File: config.mk
export PLATFORM = sky130hd
export DESIGN_NAME = ud_pwm_gen
export DESIGN_NICKNAME = d
export VERILOG_FILES = /design/src/rtl/ud_pwm_pkg.sv /design/src/rtl/ud_prescaler.sv /design/src/rtl/ud_timebase.sv /design/src/rtl/ud_cmp_shadow.sv /design/src/rtl/ud_action.sv /design/src/rtl/ud_pwm_gen.sv
export SDC_FILE = /design/constraint.sdc
export NUM_CORES = 1
export LEC_CHECK = 0
export ABC_AREA = 0
export BUFFER_PORTS_ARGS = -buffer_cell sky130_fd_sc_hd__buf_2
export CAP_MARGIN = 20
export CORE_UTILIZATION = 30
export CTS_BUF_LIST = sky130_fd_sc_hd__clkbuf_4
export DETAILED_ROUTE_END_ITERATION = 8
export GPL_TIMING_DRIVEN = 0
export PLACE_DENSITY_LB_ADDON = 0.05
export SLEW_MARGIN = 20
export SYNTH_ARGS = -nofsm -noshare
export SYNTH_HDL_FRONTEND = slang
export SYNTH_HIERARCHICAL = 1
export SYNTH_SLANG_ARGS = --single-unit
File: constraint.sdc
create_clock -name clk -period 2.6 [get_ports clk]
set_input_delay 0 -clock clk [delete_from_list [all_inputs] [get_ports clk]]
set_output_delay 0 -clock clk [all_outputs]
set_load 0.02 [all_outputs]
File: src/rtl/ud_pwm_pkg.sv
package ud_pwm_pkg;
  typedef enum logic [1:0] {
    ACT_NONE = 2'd0,
    ACT_LOW  = 2'd1,
    ACT_HIGH = 2'd2,
    ACT_INV  = 2'd3
  } pwm_act_e;
endpackage

File: src/rtl/ud_prescaler.sv
module ud_prescaler #(
  parameter int HS_W = 3,
  parameter int LO_W = 3
) (
  input  logic            clk,
  input  logic            rst_n,
  input  logic            restart,
  input  logic [HS_W-1:0] hs_div,
  input  logic [LO_W-1:0] lo_div,
  output logic            tick
);
  localparam int HS_CNT_W = HS_W + 1;
  localparam int LO_CNT_W = 1 << LO_W;

  logic [HS_CNT_W-1:0] hs_cnt_q, hs_cnt_d, hs_lim;
  logic [LO_CNT_W-1:0] lo_cnt_q, lo_cnt_d, lo_lim;
  logic                hs_done, lo_done;

  always_comb begin
    hs_lim  = (hs_div == '0) ? HS_CNT_W'(1) : {hs_div, 1'b0};
    lo_lim  = LO_CNT_W'(1) << lo_div;
    hs_done = (hs_cnt_q == hs_lim - HS_CNT_W'(1));
    lo_done = (lo_cnt_q == lo_lim - LO_CNT_W'(1));
    tick    = hs_done && lo_done;
  end

  always_comb begin
    hs_cnt_d = hs_cnt_q;
    lo_cnt_d = lo_cnt_q;
    if (restart) begin
      hs_cnt_d = '0;
      lo_cnt_d = '0;
    end else if (hs_done) begin
      hs_cnt_d = '0;
      lo_cnt_d = lo_done ? '0 : lo_cnt_q + LO_CNT_W'(1);
    end else begin
      hs_cnt_d = hs_cnt_q + HS_CNT_W'(1);
    end
  end

  always_ff @(posedge clk or negedge rst_n) begin
    if (!rst_n) begin
      hs_cnt_q <= '0;
      lo_cnt_q <= '0;
    end else begin
      hs_cnt_q <= hs_cnt_d;
      lo_cnt_q <= lo_cnt_d;
    end
  end
endmodule

File: src/rtl/ud_timebase.sv
module ud_timebase #(
  parameter int CNT_W = 16
) (
  input  logic             clk,
  input  logic             rst_n,
  input  logic             tick,
  input  logic             ctr_clr,
  input  logic [CNT_W-1:0] period,
  output logic [CNT_W-1:0] ctr,
  output logic             down,
  output logic             at_zero_next,
  output logic             zero_stb,
  output logic             prd_stb
);
  logic [CNT_W-1:0] ctr_q, ctr_d;
  logic             down_q, down_d;
  logic             zero_q, zero_d, prd_q, prd_d;

  always_comb begin
    ctr_d  = ctr_q;
    down_d = down_q;
    zero_d = 1'b0;
    prd_d  = 1'b0;
    if (ctr_clr) begin
      ctr_d  = '0;
      down_d = 1'b0;
    end else if (tick) begin
      if (period == '0) begin
        ctr_d  = '0;
        down_d = 1'b0;
        zero_d = 1'b1;
      end else begin
        if (!down_q && (ctr_q < period)) begin
          ctr_d  = ctr_q + CNT_W'(1);
          down_d = (ctr_d == period);
        end else if (ctr_q == '0) begin
          ctr_d  = CNT_W'(1);
          down_d = (ctr_d == period);
        end else begin
          ctr_d  = ctr_q - CNT_W'(1);
          down_d = (ctr_d != '0);
        end
        zero_d = (ctr_d == '0);
        prd_d  = (ctr_d == period);
      end
    end
  end

  always_ff @(posedge clk or negedge rst_n) begin
    if (!rst_n) begin
      ctr_q  <= '0;
      down_q <= 1'b0;
      zero_q <= 1'b0;
      prd_q  <= 1'b0;
    end else begin
      ctr_q  <= ctr_d;
      down_q <= down_d;
      zero_q <= zero_d;
      prd_q  <= prd_d;
    end
  end

  assign ctr          = ctr_q;
  assign down         = down_q;
  assign at_zero_next = zero_d;
  assign zero_stb     = zero_q;
  assign prd_stb      = prd_q;
endmodule

File: src/rtl/ud_cmp_shadow.sv
module ud_cmp_shadow #(
  parameter int CNT_W = 16
) (
  input  logic             clk,
  input  logic             rst_n,
  input  logic             wr_en,
  input  logic [CNT_W-1:0] wr_data,
  input  logic             load,
  output logic [CNT_W-1:0] cmp_act
);
  logic [CNT_W-1:0] hold_q, hold_d, act_q, act_d;

  always_comb begin
    hold_d = wr_en ? wr_data : hold_q;
    act_d  = load  ? hold_q  : act_q;
  end

  always_ff @(posedge clk or negedge rst_n) begin
    if (!rst_n) begin
      hold_q <= '0;
      act_q  <= '0;
    end else begin
      hold_q <= hold_d;
      act_q  <= act_d;
    end
  end

  assign cmp_act = act_q;
endmodule

File: src/rtl/ud_action.sv
module ud_action
  import ud_pwm_pkg::*;
#(
  parameter int CNT_W = 16
) (
  input  logic             clk,
  input  logic             rst_n,
  input  logic             tick,
  input  logic             ctr_clr,
  input  logic [CNT_W-1:0] ctr,
  input  logic             down,
  input  logic [CNT_W-1:0] cmp_act,
  input  logic [1:0]       act_up,
  input  logic [1:0]       act_dn,
  output logic             pwm
);
  logic     pwm_q, pwm_d, hit;
  pwm_act_e code;

  always_comb begin
    hit   = tick && !ctr_clr && (ctr == cmp_act);
    code  = pwm_act_e'(down ? act_dn : act_up);
    pwm_d = pwm_q;
    if (hit) begin
      unique case (code)
        ACT_NONE: pwm_d = pwm_q;
        ACT_LOW:  pwm_d = 1'b0;
        ACT_HIGH: pwm_d = 1'b1;
        ACT_INV:  pwm_d = ~pwm_q;
      endcase
    end
  end

  always_ff @(posedge clk or negedge rst_n) begin
    if (!rst_n) pwm_q <= 1'b0;
    else        pwm_q <= pwm_d;
  end

  assign pwm = pwm_q;
endmodule

File: src/rtl/ud_pwm_gen.sv
module ud_pwm_gen #(
  parameter int CNT_W       = 16,
  parameter int HS_W        = 3,
  parameter int LO_W        = 3,
  parameter int SYNC_STAGES = 2
) (
  input  logic             clk,
  input  logic             rst_n,
  input  logic [HS_W-1:0]  hs_div,
  input  logic [LO_W-1:0]  lo_div,
  input  logic [CNT_W-1:0] period,
  input  logic             ctr_clr,
  input  logic             cmp_wr,
  input  logic [CNT_W-1:0] cmp_wdata,
  input  logic [1:0]       act_up,
  input  logic [1:0]       act_dn,
  output logic             pwm_out,
  output logic             dir_down,
  output logic             zero_stb,
  output logic             prd_stb
);
  localparam int SYNC_N = (SYNC_STAGES < 2) ? 2 : SYNC_STAGES;

  logic [SYNC_N-1:0] rst_sync_q;
  logic              rst_q;
  logic              tick_w, load_zero;
  logic [CNT_W-1:0]  ctr_w, cmp_act_w;

  always_ff @(posedge clk or negedge rst_n) begin
    if (!rst_n) rst_sync_q <= '0;
    else        rst_sync_q <= {rst_sync_q[SYNC_N-2:0], 1'b1};
  end
  assign rst_q = rst_sync_q[SYNC_N-1];

  ud_prescaler #(.HS_W(HS_W), .LO_W(LO_W)) presc_i (
    .clk(clk), .rst_n(rst_q), .restart(ctr_clr),
    .hs_div(hs_div), .lo_div(lo_div), .tick(tick_w)
  );

  ud_timebase #(.CNT_W(CNT_W)) tb_i (
    .clk(clk), .rst_n(rst_q), .tick(tick_w), .ctr_clr(ctr_clr),
    .period(period), .ctr(ctr_w), .down(dir_down),
    .at_zero_next(load_zero), .zero_stb(zero_stb), .prd_stb(prd_stb)
  );

  ud_cmp_shadow #(.CNT_W(CNT_W)) cmp_i (
    .clk(clk), .rst_n(rst_q), .wr_en(cmp_wr), .wr_data(cmp_wdata),
    .load(ctr_clr || load_zero), .cmp_act(cmp_act_w)
  );

  ud_action #(.CNT_W(CNT_W)) aq_i (
    .clk(clk), .rst_n(rst_q), .tick(tick_w), .ctr_clr(ctr_clr),
    .ctr(ctr_w), .down(dir_down), .cmp_act(cmp_act_w),
    .act_up(act_up), .act_dn(act_dn), .pwm(pwm_out)
  );
endmodule

=== After elaboration in Yosys (flattened, before gate mapping) ===
Cells that the tools add are included.

* Memory bits (writable): 0
* Input port bits: 46
* Bits in read-only memories: 0
* Output and inout bits: 4
* Latch bits: 0
* Memories: 0
* Logic and storage cells: 72
* Register bits after elaboration: 66

* $add $sub $neg: 6
* Div/mod/pow operators: 0
* Multiply operators: 0
* Shifts and indexed selects: 1
* Equal/unequal tests: 9
* Mux-type cells: 27
* Bitwise operators: 2
* Reduce and logical (&&, ||, !) cells: 16
* $lt $le $gt $ge: 1

{| class="wikitable"
|+ Operators by type and width
! cell !! count
|-
| 16-bit two-way mux || 8
|-
| 16-bit equality test || 3
|-
| 16-bit logical NOT || 3
|-
| 8-bit two-way mux || 3
|-
| 16-bit by 1-bit adder with 16-bit output (second input constant) || 1
|-
| 1-bit by 16-bit equality test with 1-bit output (first input constant) || 1
|-
| 16-bit less-than comparator || 1
|-
| 16-bit nonzero test || 1
|-
| 16-bit by 1-bit subtractor with 16-bit output (second input constant) || 1
|-
| 4-bit two-way mux || 3
|-
| 1-bit two-way mux || 11
|-
| 8-bit by 1-bit adder with 8-bit output (second input constant) || 1
|-
| 8-bit equality test || 1
|-
| 1-bit by 3-bit left shift with 8-bit output (first input constant) || 1
|-
| 8-bit by 1-bit subtractor with 8-bit output (second input constant) || 1
|-
| 4-bit by 1-bit adder with 4-bit output (second input constant) || 1
|-
| 2-bit equality test (second input constant) || 2
|-
| 4-bit equality test || 1
|-
| 1-bit logical AND || 4
|-
| 2-bit nonzero test || 2
|-
| 4-bit by 1-bit subtractor with 4-bit output (second input constant) || 1
|-
| 3-bit logical NOT || 1
|-
| 1-bit one-hot mux with 3 select lines || 1
|-
| 2-bit by 1-bit equality test with 1-bit output (second input constant) || 1
|-
| other kinds (6) || 8
|}

=== Longest topological paths before layout ===
Gate-level depths: netlist of run 1.

* Depth in word-level cells: 12
* Gate-level depth with buffers: 17
* Gate-level depth less buffers: 12

=== Cells and area by module ===
The synthesis of run 1 kept the hierarchy.

{| class="wikitable"
|+ By module, submodules not included
! module !! instances !! area an instance (um2) !! cells an instance !! sequential area each (um2)
|-
| ud_timebase || 1 || 2,842.7 || 368 || 475.5
|-
| ud_cmp_shadow || 1 || 1,298.7 || 68 || 800.8
|-
| ud_prescaler || 1 || 859.6 || 103 || 300.3
|-
| ud_action || 1 || 257.7 || 27 || 25.0
|-
| ud_pwm_gen || 1 || 60.1 || 4 || 50.0
|}

=== Least setup slack after synthesis of run 1 ===
OpenSTA, ideal clock, no wires.

* Path type: register to register
* From: reg presc_i.lo_cnt_q[2]
* To: reg cmp_i.act_q[10] (netlist: cmp_i/cmp_act[10])
* Library setup time: 0.125 ns
* Stages on the path, launching flop included: 15
* Slack: -0.676 ns
* Arrival: 3.151 ns
* Clock period less this slack: 3.276 ns
* Path buffers: 3
* Cells stage by stage: dfrtp_1 or4_1 o22ai_1 a21oi_1 or4b_4 buf_6 nor2_1 nor2b_1 and2_1 nand4_1 o21ai_1 or2_1 buf_6 buf_12 mux2_4

* Longest elaborated chain between the ends: 5

{| class="wikitable"
|+ Ends and longest elaborated chain
! element !! line !! text
|-
| start, declared || ud_prescaler.sv:16 || <nowiki>logic [LO_CNT_W-1:0] lo_cnt_q, lo_cnt_d, lo_lim;</nowiki>
|-
| start signal, assigned || ud_prescaler.sv:47 || <nowiki>lo_cnt_q <= lo_cnt_d;</nowiki>
|-
| 8-bit equality test || ud_prescaler.sv:23 || <nowiki>lo_done = (lo_cnt_q == lo_lim - LO_CNT_W'(1));</nowiki>
|-
| 1-bit logical AND || ud_prescaler.sv:24 || <nowiki>tick = hs_done && lo_done;</nowiki>
|-
| named net tick_w || ud_pwm_gen.sv:26 || <nowiki>logic tick_w, load_zero;</nowiki>
|-
| 1-bit two-way mux || ud_timebase.sv:27 || <nowiki>end else if (tick) begin</nowiki>
|-
| 1-bit two-way mux || ud_timebase.sv:24 || <nowiki>if (ctr_clr) begin</nowiki>
|-
| named net load_zero || ud_pwm_gen.sv:26 ||
|-
| 1-bit logical OR || ud_pwm_gen.sv:48 || <nowiki>.load(ctr_clr || load_zero), .cmp_act(cmp_act_w)</nowiki>
|-
| end signal, assigned || ud_cmp_shadow.sv:24 || <nowiki>act_q <= act_d;</nowiki>
|-
| end, declared || ud_cmp_shadow.sv:11 || <nowiki>logic [CNT_W-1:0] hold_q, hold_d, act_q, act_d;</nowiki>
|}

The timed path passes the listed nets, and every way through them passes these cells.
A chain may end at the register's enable or synchronous reset.

=== Worst setup path in the final report of run 1 ===
* From: reg tb_i.ctr_q[10] (netlist: tb_i/ctr[10])
* To: reg cmp_i.act_q[5] (netlist: cmp_i/cmp_act[5])

* Longest elaborated chain between the ends: 11

{| class="wikitable"
|+ Ends and longest elaborated chain
! element !! line !! text
|-
| start, declared || ud_timebase.sv:15 || <nowiki>logic [CNT_W-1:0] ctr_q, ctr_d;</nowiki>
|-
| start signal, assigned || ud_timebase.sv:56 || <nowiki>ctr_q <= ctr_d;</nowiki>
|-
| 16-bit by 1-bit subtractor with 16-bit output, or another cell as far along || ud_timebase.sv:40 || <nowiki>ctr_d = ctr_q - CNT_W'(1);</nowiki>
|-
| 16-bit two-way mux / 1-bit logical AND (equally long branches) || ud_timebase.sv:36, ud_timebase.sv:33 ||
|-
| 16-bit two-way mux * || ud_timebase.sv:33 || <nowiki>if (!down_q && (ctr_q < period)) begin</nowiki>
|-
| 16-bit two-way mux * || ud_timebase.sv:28 || <nowiki>if (period == '0) begin</nowiki>
|-
| 16-bit two-way mux * || ud_timebase.sv:27 ||
|-
| 16-bit two-way mux * || ud_timebase.sv:24 ||
|-
| 16-bit logical NOT * || ud_timebase.sv:43 || <nowiki>zero_d = (ctr_d == '0);</nowiki>
|-
| 1-bit two-way mux * || ud_timebase.sv:28 ||
|-
| 1-bit two-way mux * || ud_timebase.sv:27 ||
|-
| 1-bit two-way mux * || ud_timebase.sv:24 ||
|-
| named net load_zero || ud_pwm_gen.sv:26 ||
|-
| 1-bit logical OR * || ud_pwm_gen.sv:48 ||
|}

The timed path passes the listed nets; every way through them passes the cells marked *. The select of a mux whose other input is x is not followed.

==> flow_summary.json, run 1 <==
{
  "status": "finished with violations",
  "failed_checks": "negative setup slack",
  "worstHoldStart": "cmp_wr",
  "fin_crit_sh_pct": 138,
  "synthCells": 570,
  "p_leak_nw": 3.24,
  "crit_path_max_incr_delay_ns": 0.47,
  "overflow": 0,
  "synth_edf_count": 0,
  "netlist_area_um2": 5320,
  "final_max_slew_viol_count": 0,
  "reg2reg_setup_slack_ns": -0.98,
  "synthMuxAreaShare_pct": 11.7,
  "period_needed_ns": 3.58,
  "rr_worst_depth": 17,
  "yosysSeqAreaShare_pct": 31.1,
  "ir_worst_vdd_mv": 0.181,
  "hold-worst-slack_ns": 0.0537,
  "cp_top_family": "simple AND/OR/NAND/NOR gates",
  "ys_warn_count": 6,
  "syn_to_final_growth_pct": 37.1,
  "synthAdderAreaFrac_pct": 5.18,
  "dr.pass1.iters": 5,
  "grt_use_total_pct": 20.4,
  "yosys_most_used_dff": "dfrtp_1",
  "required_ns": 2.89,
  "final.setup.worst_slack_ns": -0.984,
  "fp.dieArea_um2": 18300,
  "worst_setup_path_end_kind": "register",
  "ios": 50,
  "critical_path.cell_chain": "ha_4 > nand4_1 > buf_4 > nor4_4 > o21ai_2 > nand3_4 > buf_8 > buf_12 > mux2_2 > and3_1 > nand3_2 > o21ai_2 > or2_1 > buf_6 > buf_12 > buf_12 > mux2_4",
  "path_depth": 17,
  "ys_async_sr_fraction_pct": 100,
  "clk_pin_slew_ns": 0.13,
  "crit_fanout": 6,
  "cts_buffers": 9,
  "cp_num_buf_inv": 6,
  "fin_cells": 938,
  "p_per_area_nw_per_um2": 316,
  "dp_slack_ns": -1.69,
  "cp-start-kind": "register",
  "timing_hold_violations_final": 0,
  "whs_path_depth": 3,
  "setup_violations": 31,
  "synth.avg_cell_area_um2": 9.33,
  "cp_data_arrival_time_ns": 3.88,
  "dieWidth_um": 135,
  "worst_slew_pin_slew_ns": 0.895,
  "crit_slowest_cell": "dfrtp_2",
  "vias": 4987,
  "cts_tree": "yes",
  "via_per_inst": 5.32,
  "cts-root-buf": "clkbuf_4",
  "clock_latency_ns": 0.41,
  "fp.coreArea_um2": 17300,
  "wl_per_cell_um": 19.3,
  "synth_compound_area_share_pct": 12.3,
  "drv_cap": 0,
  "wl_mm": 18.1,
  "initialDrtViolationCount": 398,
  "hold-path-endpoint": "cmp_i/hold_q[14]",
  "antenna_found_initial": 0,
  "cts_max_level": 3,
  "grt_max_degree": 45,
  "initial_core_util_pct": 30.8,
  "ant_nets": 0,
  "gp_congestion": 0.869,
  "syn_nets": 638,
  "hpwlAfterDp_mm": 13.1,
  "drive_above_1_share_pct": 36.5,
  "critPathKind": "register to register",
  "dp_cells": 842,
  "cts.path.max_buffers": 2,
  "grt_pass1_wl_mm": 28.3,
  "portBuffers": 46,
  "yosys.area_share.simple_pct": 22.4,
  "fin_nets": 776,
  "synthXorXnorAreaFrac_pct": 11.5,
  "ys_ff_latch": 66,
  "post-route-util_pct": 42.2,
  "grt_pass1_vias": 5075,
  "synth_cell_type_count": 74,
  "rsz0062_at_grt": "true",
  "final_cell_mix": "dfrtp_1, buf_2, nand2_1",
  "r2r-start": "tb_i/ctr[10]",
  "skew_ns": 0.0292,
  "drc": 0,
  "max_clock_freq_ghz": 0.279,
  "placementRows": 48,
  "nFillCells": 1725,
  "fp.dieH_um": 135,
  "diodes": 0,
  "r2r_end": "cmp_i/cmp_act[5]",
  "synth_top_family_by_area": "simple AND/OR/NAND/NOR gates",
  "cts.sinks": 66,
  "slew_headroom_pct": 40.1,
  "crit_top_cell": "buf_12",
  "worstHoldPathType": "input port to register"
}
how the worst max path moves through the flow:
stage                              startpoint                end  slack (ns)
after global placement            tb_i/ctr[0]   cmp_i/cmp_act[6]       -1.75
after global routing             tb_i/ctr[10]   cmp_i/cmp_act[6]       -1.13
after floorplan           presc_i/lo_cnt_q[2]  cmp_i/cmp_act[10]       -0.51
final                            tb_i/ctr[10]   cmp_i/cmp_act[5]       -0.98
after detailed placement          tb_i/ctr[0]   cmp_i/cmp_act[6]       -1.69
after CTS                        tb_i/ctr[14]   cmp_i/cmp_act[6]       -0.97
kinds of logic after synthesis:
group / count (synthesis)
compound gates: 98
xor+xnor: 68
fa+ha+maj: 22
buf+inv: 57
flops: 66
mux: 50
other cells: 1
simple gates: 208
metal layers:
metal	routed length [um]	vias up	global-route usage, %
met5	0	-	0
met4	399	0	5.81
met3	866	30	3.48
met2	8330	142	33.0
met1	8530	2470	27.8
li1	-	2345	-
what timing repair did:
action                                  4_1_cts  5_1_grt
hold endpoints to repair                     24        0
gates resized for setup                      95       32
hold buffers                                 31        0
endpoints found under the setup margin       36       36
cloned                                        2        0
buffers inserted                             28       21
pin swaps                                    21       20
power breakdown:
part	total, W	internal, W	switching, W	leakage (nW)
registers	0.00117	0.00110	0.0000712	0.822
logic	0.000445	0.000254	0.000191	2.35
clock network	0.000683	0.000313	0.000371	0.0761
total	0.00230	0.00167	0.000633	3.24
sequential cells by signal, indices dropped and copies added, names as in the netlist:
signal,flops
presc_i/hs_cnt_q,4
cmp_i/cmp_act,16
aq_i/pwm,1
cmp_i/hold_q,16
rst_sync_q,2
tb_i/ctr,16
tb_i/zero_stb,1
tb_i/prd_stb,1
presc_i/lo_cnt_q,8
tb_i/down,1
synthesized netlist by cell type (4+ instances only):
cell	number	area share (%)
and2_1	5	0.59
inv_1	21	1.5
nor2_1	32	2.3
nand3b_1	5	0.71
buf_2	13	1.2
a21oi_1	19	1.8
xnor2_1	41	6.8
o21ai_0	27	2.5
nand4b_1	4	0.66
clkbuf_1	13	0.92
nor4_1	7	0.82
dfrtp_1	66	31
and4_1	5	0.82
o31ai_1	4	0.56
ha_1	22	5.2
buf_6	6	1.3
mux2_2	18	3.8
nor2b_1	10	1.2
o41ai_1	5	0.82
or3_1	6	0.71
nand3_1	23	2.2
nand2_1	45	3.2
nand4_1	18	2.1
nor3_1	14	1.3
mux2_4	20	5.6
a22o_1	5	0.82
xor2_1	26	4.3
nor4_2	4	0.94
mux2i_1	12	2.3
final cells by class:
class                   instances  area [um2]  area share (%)
plain buffers                  33         279            3.83
clock buffers                  11        82.6            1.13
repair buffers                129        1040            14.2
flip-flops and latches         66        1670            22.9
inverters                      22        85.1            1.17
clock inverters                 5        55.1           0.755
well taps                     225         282            3.86
multi-input cells             447        3800            52.2
stage by stage:
stage	power [W]	area [um2]	TNS [ns]
floorplan	0.00143	5340	-7.70
CTS	0.00234	6970	-16.63
finish	0.00230	7290	-16.81
global route	0.00244	7290	-22.33
detailed placement	0.00156	5890	-35.05
global placement	0.00155	5850	-53.57
worst reg2reg max path, stage by stage, from the launching register on:
cell     delay (ns)
dfrtp_2        0.47
ha_4           0.28
nand4_1        0.13
buf_4          0.17
nor4_4         0.23
o21ai_2        0.12
nand3_4        0.14
buf_8          0.13
buf_12         0.13
mux2_2         0.34
and3_1         0.22
nand3_2        0.13
o21ai_2        0.08
or2_1          0.22
buf_6          0.14
buf_12         0.12
buf_12         0.13
mux2_4         0.29
(Power assumes the default switching activity.)
==> run 2, diff against run 1 <==
--- a/config.mk
+++ b/config.mk
@@ -9,7 +9,7 @@
 export BUFFER_PORTS_ARGS = -buffer_cell sky130_fd_sc_hd__buf_2
 export CAP_MARGIN = 20
 export CORE_UTILIZATION = 30
-export CTS_BUF_LIST = sky130_fd_sc_hd__clkbuf_4
+export CTS_BUF_LIST = sky130_fd_sc_hd__clkbuf_8
 export DETAILED_ROUTE_END_ITERATION = 8
 export GPL_TIMING_DRIVEN = 0
 export PLACE_DENSITY_LB_ADDON = 0.05
==> run 2 against run 1 <==
Effect of this change: the flow still finishes with violations (negative setup slack); worst hold slack better by 0.028 ns; maximum frequency is 0.19% higher; global-route usage is 0.37 points lower; core utilization is 0.64 points lower; worst setup slack better by 0.0068 ns; power is 8.6% higher; non-clock buffer count is 4 lower; combinational power is 3% lower; sequential share of layout area is 0.35 points higher; flip-flop and latch count stayed put; first-iteration DRC count is 14% higher; die area stayed put; largest power group unchanged; highest routed layer unchanged.
==> flow_summary.json, run 2 (synthesis results as in run 1) <==
{
  "failed_checks": "negative setup slack",
  "cp-start-kind": "register",
  "cts_max_level": 3,
  "worstHoldPathType": "input port to register",
  "cts.sinks": 66,
  "grt_pass1_wl_mm": 27.7,
  "cp_data_arrival_time_ns": 3.78,
  "fp.dieArea_um2": 18300,
  "fin_nets": 772,
  "setup_violations": 32,
  "fin_cells": 934,
  "rr_worst_depth": 21,
  "fin_crit_sh_pct": 138,
  "status": "finished with violations",
  "nFillCells": 1748,
  "worstHoldStart": "act_up[0]",
  "total_power_w": 0.00250,
  "diodes": 0,
  "worst_setup_path_end_kind": "register",
  "drc": 0,
  "fp.dieH_um": 135,
  "placed_area_um2": 5890,
  "r2r-start": "tb_i/ctr[13]",
  "period_needed_ns": 3.58,
  "fp.coreArea_um2": 17300,
  "whs_path_depth": 4,
  "hold-path-endpoint": "aq_i/pwm",
  "p_per_area_nw_per_um2": 348,
  "overflow": 0,
  "hold-worst-slack_ns": 0.0816,
  "final_cell_mix": "dfrtp_1, buf_2, buf_4",
  "placementRows": 48,
  "wl_mm": 17.8,
  "dieWidth_um": 135,
  "vias": 4886,
  "reg2reg_setup_slack_ns": -0.98,
  "critPathKind": "register to register",
  "fin_area_um2": 7180,
  "final_max_slew_viol_count": 0,
  "portBuffers": 46,
  "worst_slew_pin_slew_ns": 0.910,
  "dr.pass1.iters": 5,
  "drv_cap": 0,
  "dp_cells": 842,
  "clock_latency_ns": 0.35,
  "post-route-util_pct": 41.5,
  "drive_above_1_share_pct": 35.0,
  "wl_per_cell_um": 19.0,
  "slew_headroom_pct": 39.1,
  "rsz0062_at_grt": "true",
  "ant_nets": 0,
  "syn_to_final_growth_pct": 35.0,
  "skew_ns": 0.0184,
  "p_leak_nw": 3.23,
  "cts.path.max_buffers": 2,
  "final.setup.worst_slack_ns": -0.978,
  "max_clock_freq_ghz": 0.280,
  "crit_fanout": 4,
  "clk_pin_slew_ns": 0.08,
  "grt_pass1_vias": 4978,
  "r2r_end": "tb_i/prd_stb",
  "antenna_found_initial": 0,
  "cts_tree": "yes",
  "regArea_um2": 1670,
  "grt_max_degree": 45,
  "hpwlAfterDp_mm": 13.1,
  "ios": 50,
  "initialDrtViolationCount": 454,
  "ir_worst_vdd_mv": 0.216,
  "cts-root-buf": "clkbuf_8",
  "timing_hold_violations_final": 0,
  "cts_buffers": 9,
  "required_ns": 2.80,
  "gp_congestion": 0.869,
  "grt_use_total_pct": 20.0,
  "initial_core_util_pct": 30.8,
  "via_per_inst": 5.23,
  "multi_input_area_um2": 3680
}
-- run 2: cell types whose count changed in the layout (fill, tap and decap cells not counted), moves of 3 or more --
cell,change
ha_4,-5
ha_1,+5
mux2_4,+5
clkbuf_4,-12
o21ai_2,-5
o21ai_0,+6
dlygate4sd3_1,-5
mux2_2,-5
buf_4,+3
clkbuf_8,+10
-- run 2: metal layers --
metal  GRT usage (%)  wire (um)  vias up
met1            27.4       8310     2370
li1                -          -     2333
met5               0          0        -
met2            32.2       8130      162
met4            5.99        357        0
met3            3.29        964       21
-- run 2: timing repair --
action	4_1_cts	5_1_grt
resized for setup	78	30
pin swaps	16	10
hold buffers	26	0
endpoints found under the setup margin	36	36
cloned	0	1
buffers inserted	34	17
endpoints found under the hold margin	19	0
-- run 2: layout make-up --
type	instances	area share, %
Tap cell	225	3.92
Sequential cell	66	23.2
Multi-Input combinational cell	447	51.3
Inverter	22	1.18
Clock buffer	11	2.11
Clock inverter	5	0.767
Timing Repair Buffer	125	13.6
Buffer	33	3.90
-- run 2: how the worst max path moves through the flow --
stage | from | endpoint | slack, ns
2_1_floorplan | presc_i/lo_cnt_q[2] | cmp_i/cmp_act[10] | -0.51
3_3_place_gp | tb_i/ctr[0] | cmp_i/cmp_act[6] | -1.75
3_5_place_dp | tb_i/ctr[0] | cmp_i/cmp_act[6] | -1.69
4_1_cts | tb_i/ctr[14] | cmp_i/cmp_act[6] | -0.90
5_1_grt | tb_i/ctr[15] | cmp_i/cmp_act[9] | -1.11
6_report | tb_i/ctr[13] | tb_i/prd_stb | -0.98
-- run 2: through the flow --
step	setup TNS, ns	setup slack (ns)
after detailed placement	-35.05	-1.69
after global placement	-53.57	-1.75
after global routing	-23.81	-1.11
after CTS	-16.20	-0.899
final	-18.72	-0.978
after floorplan	-7.70	-0.513
-- run 2: where the power goes --
part           total [W]  switching [W]  internal (W)
logic           0.000432       0.000186      0.000246
clock network   0.000894       0.000401      0.000492
registers        0.00117      0.0000718       0.00110
total            0.00250       0.000659       0.00184
-- run 2: worst max-delay path, cell delays in order (launching register included) --
cell	delay (ns)
dfrtp_2	0.44
ha_4	0.27
nand4_1	0.21
buf_4	0.21
nor3_2	0.18
a211oi_2	0.09
buf_4	0.15
buf_4	0.12
buf_4	0.12
buf_4	0.12
buf_4	0.12
buf_4	0.12
buf_4	0.12
buf_4	0.12
buf_4	0.12
buf_4	0.12
buf_4	0.11
a41oi_1	0.23
a21boi_2	0.19
a211oi_1	0.05
nand4_1	0.15
nor4_4	0.08
==> run 3, diff against run 2 <==
--- a/config.mk
+++ b/config.mk
@@ -12,6 +12,7 @@
 export CTS_BUF_LIST = sky130_fd_sc_hd__clkbuf_8
 export DETAILED_ROUTE_END_ITERATION = 8
 export GPL_TIMING_DRIVEN = 0
+export HOLD_SLACK_MARGIN = 0.12
 export PLACE_DENSITY_LB_ADDON = 0.05
 export SLEW_MARGIN = 20
 export SYNTH_ARGS = -nofsm -noshare
==> constraint.sdc (replaced) <==
create_clock -name clk -period 4.4 [get_ports clk]
set_input_delay 0 -clock clk [delete_from_list [all_inputs] [get_ports clk]]
set_output_delay 0 -clock clk [all_outputs]
set_load 0.02 [all_outputs]
==> run 3 against run 2 <==
Effect of this change: the run now ends clean; global-route usage grew 0.30 points; register-to-register slack improved by 1.2 ns; clock-buffer cell count down 2; sequential share of layout area grew 2.0 points; critical endpoint is now cmp_i/cmp_act[11].
==> flow_summary.json, run 3 (synthesis results as in run 1) <==
{
  "final_common_cell": "dfrtp_1",
  "total_power_w": 0.00159,
  "initial_core_util_pct": 30.8,
  "cp-start-kind": "register",
  "vias": 4827,
  "p_per_area_nw_per_um2": 242,
  "grt_pass1_wl_mm": 27.9,
  "slew_headroom_pct": 42.3,
  "startpoint": "tb_i/ctr[0]",
  "placementRows": 48,
  "cp_data_arrival_time_ns": 4.42,
  "antenna_found_initial": 0,
  "initialDrtViolationCount": 404,
  "clk_pin_slew_ns": 0.09,
  "hold-worst-slack_ns": 0.240,
  "r2r-start": "tb_i/ctr[0]",
  "rsz0062_at_grt": "false",
  "cts_max_level": 3,
  "fp.dieH_um": 135,
  "fp.dieArea_um2": 18300,
  "fin_crit_sh_pct": 95.1,
  "crit_slowest_cell": "mux2i_1",
  "setup_violations": 0,
  "ant_nets": 0,
  "grt_pass1_vias": 4743,
  "cts_buffers": 9,
  "fin_nets": 739,
  "drive_above_1_share_pct": 21.4,
  "grt_max_degree": 44,
  "cp_top_family": "buffers and inverters",
  "ios": 50,
  "final_max_slew_viol_count": 0,
  "critical_path.cell_chain": "clkbuf_1 > inv_1 > ha_1 > nor2b_1 > o211a_1 > o21ai_1 > nand3_1 > buf_2 > mux2i_1 > and3_2 > nand3_1 > o21ai_1 > or2_1 > buf_6 > buf_12 > mux2_4",
  "cts_tree": "yes",
  "p_leak_nw": 2.88,
  "diodes": 0,
  "hpwlAfterDp_mm": 13.5,
  "max_clock_freq_ghz": 0.239,
  "crit_path_max_incr_delay_ns": 0.47,
  "timing_hold_violations_final": 0,
  "cts.sinks": 66,
  "cp_num_buf_inv": 5,
  "period_needed_ns": 4.19,
  "worst_slew_pin_slew_ns": 0.863,
  "critPathKind": "register to register",
  "wl_per_cell_um": 19.8,
  "worstHoldPathType": "register to asynchronous set/reset pin",
  "gp_congestion": 0.897,
  "wl_mm": 17.8,
  "syn_to_final_growth_pct": 23.4,
  "skew_ns": 0.0172,
  "clock_latency_ns": 0.36,
  "post_cts_buffers": 0,
  "drc": 0,
  "crit_fanout": 10,
  "cts.path.max_buffers": 2,
  "grt_use_total_pct": 20.3,
  "via_per_inst": 5.36,
  "portBuffers": 46,
  "worst_setup_path_end_kind": "register",
  "ir_worst_vdd_mv": 0.152,
  "dr.pass1.iters": 5,
  "overflow": 0,
  "required_ns": 4.63,
  "dieWidth_um": 135,
  "fp.coreArea_um2": 17300,
  "final_cell_mix": "dfrtp_1, buf_2, nand2_1",
  "drv_cap": 0,
  "cts-root-buf": "clkbuf_8",
  "status": "finished clean"
}
==> run 3: changes by cell type in the layout (fill, tap and decap cells not counted), moves of 4 or more <==
cell | previous run | this run
buf_4 | 46 | 1
dlygate4sd3_1 | 26 | 43
dfrtp_1 | 54 | 64
dfrtp_2 | 11 | 1
mux2_2 | 8 | 18
mux2_4 | 30 | 20
clkbuf_1 | 4 | 12
ha_1 | 16 | 22
o21ai_0 | 21 | 27
mux2i_1 | 7 | 12
buf_6 | 10 | 6
ha_4 | 4 | 0
==> run 3: worst paths after layout <==
check,slack (ns),end,depth (start not counted)
max,0.21,cmp_i/cmp_act[11],16
min,0.24,tb_i/ctr[0],0
max reg2reg,0.21,cmp_i/cmp_act[11],16
min reg2reg,0.24,tb_i/ctr[0],0
max in group asynchronous,3.60,tb_i/ctr[15],1
min in group clk,0.30,presc_i/lo_cnt_q[3],6
==> run 3: where the power goes <==
part / switching, W / total (W) / leakage (nW) / internal (W)
clock: 0.000258 / 0.000640 / 0.124 / 0.000382
sequential: 0.0000452 / 0.000697 / 0.839 / 0.000651
combinational: 0.000107 / 0.000254 / 1.92 / 0.000147
==> run 3: cell type report <==
cell class	instances	area, um2
Inverter	22	82.6
Sequential cell	66	1660
Clock buffer	9	124
Multi-Input combinational cell	447	3370
Buffer	35	235
Clock inverter	7	125
Fill cell	1809	10700
Tap cell	225	282
Timing Repair Buffer	90	688
==> run 3: metal layers <==
metal	vias up	global-route usage [%]	share of wire (%)
met1	2382	28.9	48
li1	2268	-	-
met5	-	0	0
met2	157	31.1	45
met3	20	4.15	5.7
met4	0	5.49	1.4
==> run 3: worst register-to-register path, cell delays in order, from the launching register on <==
cell,delay (ns)
dfrtp_1,0.46
clkbuf_1,0.35
inv_1,0.19
ha_1,0.24
nor2b_1,0.13
o211a_1,0.15
o21ai_1,0.09
nand3_1,0.20
buf_2,0.35
mux2i_1,0.48
and3_2,0.27
nand3_1,0.12
o21ai_1,0.29
or2_1,0.16
buf_6,0.14
buf_12,0.15
mux2_4,0.30
==> run 3: what timing repair did <==
action,in CTS,in global routing
hold endpoints to repair,24,0
resized for setup,0,8
hold buffers,43,0
setup endpoints to repair,0,17
==> run 3: per-stage QoR <==
step                TNS (ns)  std cells  cell area [um2]  worst slack [ns]  util, %
floorplan                  0        570             5320              1.12        -
global route               0        901             6560            0.0274     37.9
detailed placement         0        842             5860            0.0452     33.9
finish                     0        901             6560             0.214     37.9
global placement       -1.33        841             5830            -0.131     33.7
CTS                        0        901             6540           0.00239     37.8
